[config.mk]
export PLATFORM = sky130hd
export DESIGN_NAME = capture_byte_streamer
export DESIGN_NICKNAME = d
export VERILOG_FILES = /design/src/rtl/cbs_pkg.sv /design/src/rtl/cbs_stream_ctrl.sv /design/src/rtl/cbs_stream_dpath.sv /design/src/rtl/capture_byte_streamer.sv
export SDC_FILE = /design/constraint.sdc
export NUM_CORES = 1
export LEC_CHECK = 0
export BUFFER_PORTS_ARGS = -buffer_cell sky130_fd_sc_hd__clkbuf_2
export CORE_UTILIZATION = 50
export CTS_CLUSTER_SIZE = 8
export DETAILED_ROUTE_END_ITERATION = 7
export GPL_TIMING_DRIVEN = 1
export PLACE_DENSITY = 0.73
export SYNTH_ARGS = -nofsm -noshare
export SYNTH_HDL_FRONTEND = slang
export SYNTH_SLANG_ARGS = --single-unit
[constraint.sdc]
create_clock -name clk -period 2.55 [get_ports clk]
set_input_delay 0.255 -clock clk [delete_from_list [all_inputs] [get_ports clk]]
set_output_delay 0.255 -clock clk [all_outputs]
set_load 0.05 [all_outputs]
[src/rtl/cbs_pkg.sv]
package cbs_pkg;

  localparam int GROUPS = 4;
  localparam int BYTE_W = 8;
  localparam int SEL_W  = $clog2(GROUPS);
  localparam int WORD_W = GROUPS * BYTE_W;

  typedef enum logic [2:0] {
    ST_IDLE,
    ST_FETCH,
    ST_WAIT,
    ST_SEND,
    ST_ID,
    ST_DONE
  } streamState_t;

  // strobes from control to datapath
  typedef struct packed {
    logic             loadAddr;
    logic             incAddr;
    logic             loadSample;
    logic             launch;
    logic             useId;
    logic [SEL_W-1:0] byteSel;
  } dpStrobe_t;

  function automatic logic [BYTE_W-1:0] idChar(input logic [SEL_W-1:0] idx, input int ver);
    case (idx)
      2'd0:    idChar = 8'h53;
      2'd1:    idChar = 8'h4C;
      2'd2:    idChar = 8'h41;
      default: idChar = 8'h30 + 8'(ver);
    endcase
  endfunction

endpackage

[src/rtl/cbs_stream_ctrl.sv]
module cbs_stream_ctrl
  import cbs_pkg::*;
#(
  parameter int CNT_W = 8
) (
  input  logic             clk,
  input  logic             rstN,
  input  logic             startReq,
  input  logic             idReq,
  input  logic [CNT_W-1:0] readCount,
  input  logic [GROUPS-1:0] groupOff,
  input  logic             pauseReq,
  input  logic             resumeReq,
  input  logic             txReady,
  output logic             txValid,
  output logic             memRdEn,
  output logic             busy,
  output logic             done,
  output dpStrobe_t        strobe
);

  localparam int UNIT_SHIFT = 2;
  localparam int LEFT_W     = CNT_W + UNIT_SHIFT;

  streamState_t     state, stateNext;
  logic [SEL_W-1:0] byteIdx;
  logic [LEFT_W-1:0] samplesLeft;
  logic             paused;
  logic             txValidQ;
  logic             advance;
  logic             groupOn;
  logic             lastByte;
  logic             lastSample;

  assign groupOn    = !groupOff[byteIdx];
  assign lastByte   = (byteIdx == SEL_W'(GROUPS - 1));
  assign lastSample = (samplesLeft == LEFT_W'(1));

  always_comb begin
    stateNext      = state;
    strobe         = '0;
    strobe.byteSel = byteIdx;
    advance        = 1'b0;
    case (state)
      ST_IDLE: begin
        if (startReq) begin
          strobe.loadAddr = 1'b1;
          stateNext = (readCount == '0) ? ST_DONE : ST_FETCH;
        end else if (idReq) begin
          stateNext = ST_ID;
        end
      end
      ST_FETCH: stateNext = ST_WAIT;
      ST_WAIT: begin
        strobe.loadSample = 1'b1;
        stateNext = ST_SEND;
      end
      ST_SEND: begin
        if (txValidQ) begin
          advance = txReady;
        end else if (!paused) begin
          if (groupOn) strobe.launch = 1'b1;
          else         advance = 1'b1;
        end
        if (advance && lastByte) begin
          if (lastSample) begin
            stateNext = ST_DONE;
          end else begin
            strobe.incAddr = 1'b1;
            stateNext = ST_FETCH;
          end
        end
      end
      ST_ID: begin
        if (txValidQ) begin
          advance = txReady;
          if (txReady && lastByte) stateNext = ST_IDLE;
        end else begin
          strobe.launch = 1'b1;
          strobe.useId  = 1'b1;
        end
      end
      ST_DONE: stateNext = ST_IDLE;
      default: stateNext = ST_IDLE;
    endcase
  end

  always_ff @(posedge clk) begin
    if (!rstN) begin
      state       <= ST_IDLE;
      byteIdx     <= '0;
      samplesLeft <= '0;
      paused      <= 1'b0;
      txValidQ    <= 1'b0;
    end else begin
      state <= stateNext;

      if (strobe.loadAddr)  byteIdx <= '0;
      else if (advance)     byteIdx <= lastByte ? '0 : byteIdx + 1'b1;

      if (strobe.loadAddr)
        samplesLeft <= {readCount, {UNIT_SHIFT{1'b0}}};
      else if (state == ST_SEND && advance && lastByte)
        samplesLeft <= samplesLeft - 1'b1;

      if (pauseReq)       paused <= 1'b1;
      else if (resumeReq) paused <= 1'b0;

      if (strobe.launch)           txValidQ <= 1'b1;
      else if (txValidQ && txReady) txValidQ <= 1'b0;
    end
  end

  assign txValid = txValidQ;
  assign memRdEn = (state == ST_FETCH);
  assign busy    = (state != ST_IDLE);
  assign done    = (state == ST_DONE);

  assert_valid_hold_R5: assert property (@(posedge clk) disable iff (!rstN)
    (txValidQ && !txReady) |=> txValidQ);

  assert_pause_blocks_R6: assert property (@(posedge clk) disable iff (!rstN)
    (paused && !txValidQ && state == ST_SEND) |=> !txValidQ);

  assert_done_pulse_R9: assert property (@(posedge clk) disable iff (!rstN)
    done |=> (!done && !busy));

  assert_single_read_R4: assert property (@(posedge clk) disable iff (!rstN)
    memRdEn |=> !memRdEn);

  assert_idle_no_valid_R10: assert property (@(posedge clk) disable iff (!rstN)
    (state == ST_IDLE) |-> !txValidQ);

endmodule

[src/rtl/cbs_stream_dpath.sv]
module cbs_stream_dpath
  import cbs_pkg::*;
#(
  parameter int ADDR_W    = 10,
  parameter int PROTO_VER = 1
) (
  input  logic              clk,
  input  logic              rstN,
  input  dpStrobe_t         strobe,
  input  logic [ADDR_W-1:0] startAddr,
  input  logic [WORD_W-1:0] memData,
  output logic [ADDR_W-1:0] memAddr,
  output logic [BYTE_W-1:0] txData
);

  logic [ADDR_W-1:0] addrQ;
  logic [WORD_W-1:0] sampleQ;
  logic [BYTE_W-1:0] txDataQ;
  logic [BYTE_W-1:0] lane [GROUPS];

  for (genvar g = 0; g < GROUPS; g++) begin : gLane
    assign lane[g] = sampleQ[g*BYTE_W +: BYTE_W];
  end

  always_ff @(posedge clk) begin
    if (!rstN) begin
      addrQ   <= '0;
      sampleQ <= '0;
      txDataQ <= '0;
    end else begin
      if (strobe.loadAddr)     addrQ <= startAddr;
      else if (strobe.incAddr) addrQ <= addrQ + 1'b1;

      if (strobe.loadSample) sampleQ <= memData;

      if (strobe.launch)
        txDataQ <= strobe.useId ? idChar(strobe.byteSel, PROTO_VER) : lane[strobe.byteSel];
    end
  end

  assign memAddr = addrQ;
  assign txData  = txDataQ;

  assert_addr_step_R4: assert property (@(posedge clk) disable iff (!rstN)
    strobe.incAddr |=> (memAddr == $past(memAddr) + 1'b1));

  assert_addr_load_R4: assert property (@(posedge clk) disable iff (!rstN)
    strobe.loadAddr |=> (memAddr == $past(startAddr)));

endmodule

[src/rtl/capture_byte_streamer.sv]
module capture_byte_streamer
  import cbs_pkg::*;
#(
  parameter int ADDR_W    = 10,
  parameter int CNT_W     = 8,
  parameter int PROTO_VER = 1
) (
  input  logic              clk,
  input  logic              rstN,
  input  logic              startReq,
  input  logic [CNT_W-1:0]  readCount,
  input  logic [ADDR_W-1:0] startAddr,
  input  logic [3:0]        groupOff,
  input  logic              idReq,
  input  logic              pauseReq,
  input  logic              resumeReq,
  output logic              memRdEn,
  output logic [ADDR_W-1:0] memAddr,
  input  logic [31:0]       memData,
  output logic [7:0]        txData,
  output logic              txValid,
  input  logic              txReady,
  output logic              busy,
  output logic              done
);

  dpStrobe_t strobe;

  cbs_stream_ctrl #(.CNT_W(CNT_W)) uCtrl (
    .clk       (clk),
    .rstN      (rstN),
    .startReq  (startReq),
    .idReq     (idReq),
    .readCount (readCount),
    .groupOff  (groupOff),
    .pauseReq  (pauseReq),
    .resumeReq (resumeReq),
    .txReady   (txReady),
    .txValid   (txValid),
    .memRdEn   (memRdEn),
    .busy      (busy),
    .done      (done),
    .strobe    (strobe)
  );

  cbs_stream_dpath #(.ADDR_W(ADDR_W), .PROTO_VER(PROTO_VER)) uDpath (
    .clk       (clk),
    .rstN      (rstN),
    .strobe    (strobe),
    .startAddr (startAddr),
    .memData   (memData),
    .memAddr   (memAddr),
    .txData    (txData)
  );

  assert_data_hold_R5: assert property (@(posedge clk) disable iff (!rstN)
    (txValid && !txReady) |=> $stable(txData));

endmodule

==> flow_summary.ini, run 1 <==
[run_status]
status = finished, final reports clean

[drt]
wl_met1_um = 3460
wirelength_um = 7584
met2_length_um = 3576
dr_total_vias = 2962
first_pass_iters = 4
wl_met3_um = 438
wire_per_inst_um = 13.97
drtAntennaViolNets = 0
vias_per_cell = 5.455
drt_iter0_markers = 157
drcViolationCount = 0
highest_layer = met4

[pwr]
totalPowerFinal_mw = 3.187
power.density_mw_per_mm2 = 809.5
ir_drop_v = 0.0005233
p_leak_nw = 1.563

[placed_design]
portBuffers = 82
hpwlAfterDp_um = 5482
post-place-ws_ps = 215.4
gp_congestion = 0.8661
dp_cells = 527

[worst_setup_path]
start_kind = register
required_ps = 2830
worst-setup-path-type = register to register
crit_fanout = 6
cp.arrival_ps = 2600
end_kind = register

[flow_run]
max_cap_violations = 0

[layout]
nFillCells = 598
mostFrequentLayoutCells = nand2_1 (85), clkbuf_2 (82), dfxtp_1 (67), a21oi_1 (55), o21ai_0 (20)
nets = 529
regArea_mm2 = 0.001341
final_cells = 543
area_growth_pct = 20.76
drive_above_1_share = 0.2661
multi_input_area_mm2 = 0.001799
antenna_cells = 0
final_common_cell = nand2_1

[sta]
finalHoldViolCount = 0
skew_ps = 10.40
clock.fmax_mhz = 430.2
hold_slack_ps = 118.9
slew_headroom = 0.5711
fin_crit_sh = 0.9115
finalSetupTns_ps = 0
setup_viol = 0
tightestPinTransition_ps = 643.3
rsz0062_at_grt = false
fin_ws_ps = 225.7
slew_violations = 0
min_period_ps = 2324

[synth]
synth.distinct_cells = 53
syn_avg_cell_area_um2 = 8.491
syn_nets = 452
ys_seq_area_frac = 0.4114
synth_warnings = 0
synth_seq_cells = 67
synth_edf_count = 0
synth_cells = 384
syn-cell-area_mm2 = 0.003261
synthFlopType = dfxtp_1
async_flop_share = 0

[global_route]
grt_pass1_wl_um = 12340
grt_max_degree = 33
grt_util_all_layers = 0.2394
grt_overflow = 0
grt_pass1_vias = 2708
antenna_found_initial = 0

[cts]
numCtsBuffers = 9
cts_sinks = 67
clk_pin_slew_worst_paths_ps = 80
clockBufferDepth = 2
cts_hold_buffers = 0
clk_latency_ps = 350
cts_setup_buffers = 0
cts.repair.resized = 0
cts_tree = done
htreeDepth = 3
cts-root-buf = clkbuf_8

[floorplan]
core_area_mm2 = 0.006314
initial_core_util = 0.5164
die_h_um = 82.76
dieArea_mm2 = 0.006848
rows = 29
top_level_ports = 83
dieWidth_um = 82.76

[min_path]
hp-class = input pin to register
## worst max-delay path: stages, from the launching register on
cell and delay (ps):
dfxtp_1 460, ha_1 340, nand4b_4 180, a31oi_1 440, nand4_1 270, or3_1 410
a31oi_1 160
## stage by stage
step | instance area (um2) | utilization
global route | 3938 | 0.6237
global placement | 3734 | 0.5914
CTS | 3938 | 0.6237
floorplan | 3261 | -
detailed placement | 3734 | 0.5914
finish | 3938 | 0.6237
## layout make-up
class,instances,area share
clock inverters,4,0.01239
flip-flops and latches,67,0.3406
multi-input cells,285,0.4569
inverters,9,0.008580
repair buffers,89,0.1176
well taps,77,0.02447
clock buffers,12,0.03940
## path summary, 6_finish.rpt
check	from	end	slack [ps]	depth (start not counted)
max	uCtrl.byteIdx[0]	uDpath.memAddr[9]	230	6
min	memData[31]	uDpath.sampleQ[31]	120	3
max reg2reg	uCtrl.byteIdx[0]	uDpath.memAddr[9]	230	6
min reg2reg	uDpath.sampleQ[17]	uDpath.sampleQ[17]	450	2
## power by group
| part | internal, mW | leakage (nW) | switching (mW) |
|---|---|---|---|
| sequential | 1.19 | 0.546 | 0.137 |
| clock | 0.504 | 0.106 | 0.406 |
| combinational | 0.296 | 0.911 | 0.656 |
## cells by family after synthesis
kind of cell,after synthesis,synth area share
AND/OR/NAND/NOR,151,0.2302
AO/OA/AOI/OAI,101,0.1811
flip-flops,67,0.4114
buffers and inverters,32,0.03837
multiplexers,20,0.09593
adder cells (fa/ha/maj),7,0.02686
XOR/XNOR,6,0.01612
## synth_stat cells (2+ instances only)
library cell,instances,area share
nand2_1,85,0.098
dfxtp_1,67,0.41
a21oi_1,55,0.084
o21ai_0,20,0.031
clkbuf_1,16,0.018
nor2_1,16,0.018
mux2i_1,11,0.034
mux4_2,9,0.062
a31oi_1,8,0.015
inv_1,8,0.0092
ha_1,7,0.027
nand4_1,7,0.013
or3_1,7,0.013
nand3_1,5,0.0077
nor3_1,5,0.0077
and2_1,4,0.0077
buf_2,4,0.0061
xor2_1,4,0.011
buf_1,3,0.0035
nor4_1,3,0.0058
a211oi_1,2,0.0046
nand3b_1,2,0.0046
nor3b_1,2,0.0046
nor4_4,2,0.013
o211ai_1,2,0.0046
or3b_2,2,0.0054
xnor2_1,2,0.0054
## per-layer routing
metal,GRT usage,vias to the layer above
met1,0.3040,1338
li1,-,1523
met2,0.3918,88
met4,0.07931,0
met3,0.06374,13
met5,0,-
## flip-flops by register name, indices dropped and copies added, names as in the netlist
name and cells:
uDpath.sampleQ 32, uCtrl.byteIdx 2, uDpath.txData 8, uCtrl.txValid 1
uCtrl.samplesLeft 10, uCtrl.paused 1, uDpath.memAddr 10, uCtrl.state 3
Power figures use the tool's default switching activity.
==> inputs of run 2 (changes only) <==
Settings changed: ABC_AREA set to 1, PLACE_DENSITY 0.73 to 0.72.
==> flow_summary.ini, run 2 <==
[run_status]
status = finished, final reports clean

[layout]
final_cells = 715
nets = 682
top_register = uDpath.sampleQ
antenna_cells = 0
mostFrequentLayoutCells = nor2_1 (120), nand2_1 (116), clkbuf_2 (82), dfxtp_1 (67), o21ai_0 (57)
area_growth_pct = 17.07
drive_above_1_share = 0.1922
largest_reg_flops = 32
final_common_cell = nor2_1

[pwr]
internal_power_mw = 2.339
power_frac_clock = 0.233
p_leak_nw = 1.987
p_comb_frac = 0.399
power.density_mw_per_mm2 = 972.8
switchingPower_mw = 1.734
p_sw_frac = 0.4257
ir_drop_v = 0.0004338
power.share.sequential = 0.368

[placed_design]
portBuffers = 82
dp_cells = 699
hpwlAfterDp_um = 6386
gp_congestion = 0.9144

[worst_setup_path]
end_kind = register
slowest_stage = dfxtp_1
cp.arrival_ps = 2220
crit_end = uDpath.memAddr[4]
reg2reg_depth = 7
required_ps = 2790
cp_cell_sequence = inv_2, nand3_2, nand3_2, nand2_2, nand4_2, a21oi_1, nor2_1
worst-setup-path-type = register to register
start_kind = register
r2r-start = uCtrl.byteIdx[1]
crit_start = uCtrl.byteIdx[1]
slowest_delay_ps = 570
crit_fanout = 20
crit_top_cell = nand3_2
r2r-end = uDpath.memAddr[4]
regToRegSetupSlack_ps = 570

[floorplan]
die_h_um = 86.57
top_level_ports = 83
dieArea_mm2 = 0.007494
dieWidth_um = 86.57
initial_core_util = 0.5206
rows = 30
core_area_mm2 = 0.006869

[min_path]
hp-class = input pin to register

[sta]
rsz0062_at_grt = false
finalSetupTns_ps = 0
min_period_ps = 1984
clock.fmax_mhz = 503.9
hold_slack_ps = 148.0
setup_viol = 0
tightestPinTransition_ps = 862.8
slew_headroom = 0.4242
skew_ps = 12.07
fin_crit_sh = 0.7782
slew_violations = 0
finalHoldViolCount = 0

[drt]
first_pass_iters = 4
drt_iter0_markers = 153
wirelength_um = 8686
dr_total_vias = 3633
vias_per_cell = 5.081
drtAntennaViolNets = 0
drcViolationCount = 0
wire_per_inst_um = 12.15

[flow_run]
max_cap_violations = 0

[synth]
syn_nets = 611
synth.distinct_cells = 38
synth_area_leaders = dfxtp_1 (38%), nor2_1 (13%), nand2_1 (12%)
synth_edf_count = 0
synth_seq_cells = 67
yosysTopAreaCell = dfxtp_1
synth_cells = 543
syn-cell-area_mm2 = 0.003576
synth_warnings = 0
synthMostInstantiatedCell = nor2_1
syn_avg_cell_area_um2 = 6.586
synthFlopType = dfxtp_1
synth_common_cells = nor2_1 (120), nand2_1 (116), dfxtp_1 (67)
synth_top_area_frac = 0.3751
async_flop_share = 0
ys_seq_area_frac = 0.3751

[cts]
cts_hold_buffers = 0
clk_latency_ps = 340
cts-root-buf = clkbuf_8
clk_pin_slew_worst_paths_ps = 80
clockBufferDepth = 2
cts.repair.resized = 0
htreeDepth = 3
numCtsBuffers = 9
cts_tree = done
cts_sinks = 67
cts_setup_buffers = 0

[global_route]
grt_util_all_layers = 0.2458
grt_overflow = 0
antenna_found_initial = 0
grt_max_degree = 42
grt_pass1_wl_um = 14460
grt_pass1_vias = 3248
-- run 2: metrics by stage --
stage	instance area (um2)	utilization	setup WS [ps]	total power, mW
3_5_place_dp	3978	0.5791	576.1	3.147
3_3_place_gp	3978	0.5791	676.7	3.107
4_1_cts	4187	0.6095	562.8	4.094
2_1_floorplan	3576	-	774.1	2.810
5_1_grt	4187	0.6095	321.9	4.380
6_report	4187	0.6095	565.7	4.073
-- run 2: worst max-delay path: cells and delay by family (launching register included) --
family,cells,cell delay [ps]
buffers and inverters,1,190
AO/OA/AOI/OAI,1,300
AND/OR/NAND/NOR,5,820
flip-flops,1,570
-- run 2: cell type report --
cell class	instances	area, um2
clock buffer	11	131.4
clock inverter	5	77.57
fill	693	2683
inverter	41	156.4
multi-input combinational	410	1927
sequential	67	1341
tap	96	120.1
timing repair buffer	85	432.9
-- run 2: worst min path at each step --
stage | from | to | slack (ps) | depth (start not counted)
2_1_floorplan | pauseReq | uCtrl.paused | 370 | 2
3_3_place_gp | uDpath.sampleQ[15] | uDpath.sampleQ[15] | 450 | 2
3_5_place_dp | uDpath.txData[7] | uDpath.txData[7] | 460 | 2
4_1_cts | pauseReq | uCtrl.paused | 140 | 3
5_1_grt | pauseReq | uCtrl.paused | 150 | 3
6_report | pauseReq | uCtrl.paused | 150 | 3
-- run 2: power by group through the flow --
stage,Clock [mW],Sequential [mW],Combinational (mW)
2_1_floorplan,0,1.75,1.06
3_3_place_gp,0,1.52,1.59
3_5_place_dp,0,1.52,1.62
4_1_cts,0.962,1.50,1.63
5_1_grt,1.02,1.53,1.83
6_report,0.949,1.50,1.62
-- run 2: cell families after synthesis --
| family | after synthesis | synth area share |
|---|---|---|
| compound gates | 102 | 0.1505 |
| buf+inv | 66 | 0.08607 |
| flops | 67 | 0.3751 |
| fa+ha+maj | 7 | 0.02449 |
| simple gates | 294 | 0.3468 |
| xor+xnor | 7 | 0.01715 |
-- run 2: per-layer routing --
metal  part of all wire  vias to the layer above  GRT usage
met5                  0                        -          0
met4              0.013                        0    0.08030
met3              0.045                       10    0.04476
met2               0.49                       99     0.4278
met1               0.45                     1631     0.3070
li1                   -                     1893          -
